<file path="config.mk">
export PLATFORM = sky130hd
export DESIGN_NAME = ctrl_elect
export DESIGN_NICKNAME = d
export VERILOG_FILES = /design/src/rtl/ctrl_elect_pkg.sv /design/src/rtl/ctrl_elect_sick_bank.sv /design/src/rtl/ctrl_elect_arbiter.sv /design/src/rtl/ctrl_elect.sv
export SDC_FILE = /design/constraint.sdc
export NUM_CORES = 1
export LEC_CHECK = 0
export BUFFER_PORTS_ARGS = -buffer_cell sky130_fd_sc_hd__buf_2
export CAP_MARGIN = 10
export CORE_AREA = 2 2 39 41
export DETAILED_ROUTE_END_ITERATION = 10
export DIE_AREA = 0 0 41 43
export HOLD_SLACK_MARGIN = 0.05
export PLACE_DENSITY = 0.81
export SYNTH_ARGS = -nofsm -noshare
export SYNTH_HDL_FRONTEND = slang
export SYNTH_SLANG_ARGS = --single-unit
</file>
<file path="constraint.sdc">
create_clock -name clk -period 4.46 [get_ports clk]
set_input_delay 0.223 -clock clk [delete_from_list [all_inputs] [get_ports clk]]
set_output_delay 0.223 -clock clk [all_outputs]
set_load 0.05 [all_outputs]
</file>
<file path="src/rtl/ctrl_elect_pkg.sv">
package ctrl_elect_pkg;
  localparam int unsigned MAX_PROC = 32;
  typedef logic [MAX_PROC-1:0] proc_vec_t;

  // Isolate the lowest set bit of a processor vector.
  function automatic proc_vec_t lowest_one(input proc_vec_t v);
    proc_vec_t r;
    r = '0;
    for (int i = MAX_PROC - 1; i >= 0; i--) begin
      if (v[i]) r = proc_vec_t'(1) << i;
    end
    return r;
  endfunction

  // Population count of a processor vector.
  function automatic int unsigned count_ones(input proc_vec_t v);
    int unsigned n;
    n = 0;
    for (int i = 0; i < MAX_PROC; i++) n += int'(v[i]);
    return n;
  endfunction
endpackage

</file>
<file path="src/rtl/ctrl_elect_sick_bank.sv">
module ctrl_elect_sick_bank #(
  parameter int unsigned NPROC = 5
) (
  input  logic             clk,
  input  logic             rst_n,
  input  logic [NPROC-1:0] set_req,
  input  logic [NPROC-1:0] clr_req,
  input  logic [NPROC-1:0] holder,
  input  logic             wipe,
  output logic [NPROC-1:0] sick_q
);
  for (genvar i = 0; i < NPROC; i++) begin : g_flag
    logic take;
    // A controller's accusation against itself is dropped.
    assign take = set_req[i] & ~holder[i];

    always_ff @(posedge clk) begin
      if (!rst_n)         sick_q[i] <= 1'b0;
      else if (wipe)      sick_q[i] <= 1'b0;
      else if (take)      sick_q[i] <= 1'b1;
      else if (clr_req[i]) sick_q[i] <= 1'b0;
    end

    AST_SELF_ACCUSE_IGNORED: assert property (@(posedge clk) disable iff (!rst_n)
      holder[i] && set_req[i] && !clr_req[i] && !wipe |=> sick_q[i] == $past(sick_q[i]));
    AST_OWN_WRITE_ONLY: assert property (@(posedge clk) disable iff (!rst_n)
      $rose(sick_q[i]) |-> $past(set_req[i]));
  end

  AST_WIPE_ALL: assert property (@(posedge clk) disable iff (!rst_n)
    wipe |=> sick_q == '0);
endmodule

</file>
<file path="src/rtl/ctrl_elect_arbiter.sv">
module ctrl_elect_arbiter
  import ctrl_elect_pkg::*;
#(
  parameter int unsigned NPROC        = 5,
  parameter int unsigned ACCUSE_LIMIT = 2
) (
  input  logic             clk,
  input  logic             rst_n,
  input  logic [NPROC-1:0] claim_req,
  input  logic [NPROC-1:0] sick_flags,
  output logic [NPROC-1:0] ctrl_q,
  output logic             vacant,
  output logic             depose
);
  proc_vec_t       claim_wide;
  proc_vec_t       winner_wide;
  proc_vec_t       accuse_wide;
  int unsigned     accuse_cnt;
  logic [NPROC-1:0] grant_vec;

  assign claim_wide  = proc_vec_t'(claim_req);
  assign winner_wide = lowest_one(claim_wide);
  assign accuse_wide = proc_vec_t'(sick_flags & ~ctrl_q);
  assign accuse_cnt  = count_ones(accuse_wide);

  assign vacant    = (ctrl_q == '0);
  assign depose    = !vacant && (accuse_cnt >= ACCUSE_LIMIT);
  assign grant_vec = vacant ? winner_wide[NPROC-1:0] : '0;

  always_ff @(posedge clk) begin
    if (!rst_n)      ctrl_q <= '0;
    else if (depose) ctrl_q <= '0;
    else if (vacant) ctrl_q <= grant_vec;
  end

  AST_SINGLE_HOLDER: assert property (@(posedge clk) disable iff (!rst_n)
    $onehot0(ctrl_q));
  AST_HOLDER_KEPT: assert property (@(posedge clk) disable iff (!rst_n)
    !vacant && !depose |=> ctrl_q == $past(ctrl_q));
  AST_DEPOSE_DROPS: assert property (@(posedge clk) disable iff (!rst_n)
    depose |=> ctrl_q == '0);
  AST_GRANT_TO_CLAIMANT: assert property (@(posedge clk) disable iff (!rst_n)
    vacant |=> (ctrl_q & ~$past(claim_req)) == '0);
  AST_VACANCY_FILLED: assert property (@(posedge clk) disable iff (!rst_n)
    vacant && claim_req != '0 |=> $countones(ctrl_q) == 1);
endmodule

</file>
<file path="src/rtl/ctrl_elect.sv">
module ctrl_elect
  import ctrl_elect_pkg::*;
#(
  parameter int unsigned NPROC        = 5,
  parameter int unsigned ACCUSE_LIMIT = 2
) (
  input  logic             clk,
  input  logic             rst_n,
  input  logic [NPROC-1:0] claim_req,
  input  logic [NPROC-1:0] sick_set,
  input  logic [NPROC-1:0] sick_clr,
  output logic [NPROC-1:0] ctrl_flags,
  output logic [NPROC-1:0] sick_flags,
  output logic             conflict_err
);
  logic vacant;
  logic depose;

  ctrl_elect_arbiter #(.NPROC(NPROC), .ACCUSE_LIMIT(ACCUSE_LIMIT)) u_arb (
    .clk        (clk),
    .rst_n      (rst_n),
    .claim_req  (claim_req),
    .sick_flags (sick_flags),
    .ctrl_q     (ctrl_flags),
    .vacant     (vacant),
    .depose     (depose)
  );

  ctrl_elect_sick_bank #(.NPROC(NPROC)) u_sick (
    .clk     (clk),
    .rst_n   (rst_n),
    .set_req (sick_set),
    .clr_req (sick_clr),
    .holder  (ctrl_flags),
    .wipe    (depose),
    .sick_q  (sick_flags)
  );

  assign conflict_err = count_ones(proc_vec_t'(ctrl_flags)) > 1;

  AST_NO_CONFLICT: assert property (@(posedge clk) disable iff (!rst_n)
    !conflict_err);
  AST_DEPOSE_NO_GRANT: assert property (@(posedge clk) disable iff (!rst_n)
    depose |=> ctrl_flags == '0 && sick_flags == '0);
endmodule

</file>
==> flow_metrics.py <==
metrics = {
    "place": {
        "port_buffers": 27,
        "routabilityCongestion": 0.7022,
        "dp_hpwl_um": 1011,
        "place_area_sq_um": 715.7,
    },
    "yosys": {
        "synth.distinct_cells": 19,
        "synth_area_leader_cell": "dfxtp_1",
        "ys_seq_area_share_pct": 35.71,
        "synth_top_area_share_pct": 35.71,
        "ys_warn_count": 0,
        "yosys.area_share.simple_pct": 26.56,
        "syn_inst": 62,
        "synth-compound-area-share_pct": 11.83,
        "ys_ff_latch": 10,
        "synth.avg_cell_area_sq_um": 9.041,
        "synth.area.top_cells": "dfxtp_1, fa_1, nand2b_1",
        "muxShareOfSynthArea_pct": 1.786,
        "synthAdderAreaFrac_pct": 17.41,
        "synth_top_family_by_area": "simple AND/OR/NAND/NOR gates",
        "syn_area_sq_um": 560.5,
        "synth_nets": 85,
        "synth-xor-area-share_pct": 0,
    },
    "worst_setup_path": {
        "reg2reg_depth": 10,
        "regToRegStartpoint": "u_arb.ctrl_q[1]",
        "crit_arrival_ns": 2.70,
        "rrSetupSlack_ns": 1.90,
        "worstPathMaxFanout": 10,
        "path_class": "register to register",
        "r2r_end": "u_sick.sick_q[0]",
        "cp-end-kind": "register",
        "start_kind": "register",
        "worstPathRequired_ns": 4.60,
    },
    "grt": {
        "grt_max_degree": 11,
        "first_global_vias": 472,
        "grtUsageMet1_pct": 20.07,
        "busiest_layer": "met2",
        "use_met2_pct": 26.88,
        "grt_pass1_wl_um": 1966,
        "overflow": 0,
        "track_usage_pct": 16.68,
        "grtUsageMet3_pct": 1.571,
        "antenna_found_initial": 0,
    },
    "cts": {
        "clkLatencyLatePin_ns": 0.27,
        "cts_setup_buffers": 0,
        "ctsResizeCount": 0,
        "clock_path_buffers": 2,
        "htreeDepth": 1,
        "cts_root_buf": "clkbuf_4",
        "clkSinkCount": 10,
        "clkTransAtPathRegs_ns": 0.07,
        "cts_buffers": 3,
        "cts_tree": "yes",
        "ctsHoldBuffers": 0,
    },
    "pwr": {
        "leakagePower_uw": 0.0003854,
        "ir_drop_v": 0.0002228,
        "power_density_nw_per_um2": 494.3,
    },
    "layout": {
        "fillers": 131,
        "areaGrowthSynthToFinish_pct": 34.15,
        "final_common_cell": "buf_2",
        "fin_util_pct": 54.34,
        "layout-drive-gt1-share_pct": 35.48,
        "final_cell_area_sq_um": 752.0,
        "finish.net_count": 117,
        "layout_common_cells": "buf_2, inv_1, dfxtp_1, nor2_1, nand2b_1",
        "diodes": 0,
    },
    "die": {
        "fp.coreArea_sq_um": 1384,
        "die_height_um": 43,
        "initial_core_util_pct": 40.51,
        "io_pins": 28,
        "chipWidth_um": 41,
        "die-area_sq_um": 1763,
        "row_count": 14,
    },
    "routing": {
        "viasPerCell": 4.789,
        "drt_pass1_iterations": 4,
        "drtIter0Drc": 7,
        "wl_per_cell_um": 11.39,
        "ant_nets": 0,
        "routed_wirelength_um": 1241,
        "dr_total_vias": 522,
        "drc": 0,
    },
    "min_path": {
        "min_path_cells": 3,
        "min_from": "sick_set[4]",
        "hold_class": "primary input to register",
        "min_to": "u_sick.sick_q[4]",
    },
    "status": {
        "outcome": "complete, no violations",
    },
    "job": {
        "drv_cap": 0,
    },
    "timing": {
        "fin_crit_sh_pct": 57.32,
        "finalHoldViolCount": 0,
        "fmax_ghz": 0.3912,
        "tightestPinTransition_ns": 0.4872,
        "setup_violations": 0,
        "drv_slew": 0,
        "setup_tns_ns": 0,
        "final.min_clock_period_ns": 2.556,
        "finalClockSkew_ns": 0.007488,
        "rsz0062_at_grt": "false",
        "slew_headroom_pct": 67.39,
    },
}
## layer usage
| metal | routed length (um) | part of all wire [%] |
|---|---|---|
| met1 | 530 | 43 |
| met2 | 631 | 51 |
| met3 | 59 | 4.8 |
| met4 | 20 | 1.6 |
| met5 | 0 | 0 |
## sequential cells by signal, indices dropped and copies added (netlist names)
| register | cells |
|---|---|
| u_arb.ctrl_q | 5 |
| u_sick.sick_q | 5 |
## synth_stat cells
library cell  count
ha_1              3
a31oi_1           1
nor4b_4           1
and2_0            1
nor3_1            1
nor2_1            8
o21ai_2           1
nand3_1           1
nor2b_1           2
a41oi_1           1
dfxtp_1          10
mux2i_1           1
nand2b_1          7
nand3b_1          2
fa_1              3
a22oi_1           3
inv_1            10
nand2_1           2
a21oi_1           4
## where the power goes
group	internal, uW	leakage, uW	switching, uW
logic	56.3	0.000282	114
registers	104	0.0000824	13.6
clock network	49.6	0.0000210	33.6
total	210	0.000385	162
## how the worst max path moves through the flow
stage                      from                to  slack, ns  depth (start not counted)
2_1_floorplan   u_arb.ctrl_q[0]   u_arb.ctrl_q[0]       1.72                         10
3_3_place_gp   u_sick.sick_q[0]  u_sick.sick_q[3]       1.97                         10
3_5_place_dp    u_arb.ctrl_q[1]  u_sick.sick_q[3]       1.87                         10
4_1_cts         u_arb.ctrl_q[1]  u_sick.sick_q[0]       1.89                         10
5_1_grt         u_arb.ctrl_q[1]   u_arb.ctrl_q[2]       1.71                         10
6_report        u_arb.ctrl_q[1]  u_sick.sick_q[0]       1.90                         10
## stage by stage
stage | cells | setup slack [ns] | hold slack (ns) | power [uW]
3_5_place_dp | 105 | 1.865 | 0.4782 | 293.2
6_report | 109 | 1.904 | 0.2051 | 371.7
5_1_grt | 109 | 1.707 | 0.2277 | 397.2
4_1_cts | 109 | 1.889 | 0.2050 | 373.9
3_3_place_gp | 105 | 1.969 | 0.4788 | 287.0
2_1_floorplan | 62 | 1.720 | 0.3702 | 250.6
## area by class of cell
class,count,area [sq um],area share [%]
Clock buffer,4,36.28,4.825
Multi-Input combinational cell,42,322.8,42.93
Inverter,10,37.54,4.992
Sequential cell,10,200.2,26.62
Tap cell,16,20.02,2.662
Timing Repair Buffer,27,135.1,17.97
## kinds of logic (layout without fill, tap and decap cells)
logic type / count (synthesis) / after routing
compound gates: 10 / 10
fa+ha+maj: 6 / 6
buf+inv: 10 / 41
flops: 10 / 10
mux: 1 / 1
simple gates: 25 / 25
## worst max-delay path: stages, from the launching register on
cell	delay, ns
dfxtp_1	0.39
nor2b_1	0.07
ha_1	0.27
inv_1	0.05
fa_1	0.52
nor2_1	0.04
nand2_1	0.08
fa_1	0.40
and2_0	0.16
o21ai_2	0.36
nor2_1	0.10
No activity file was read; power rests on OpenSTA's default activity.
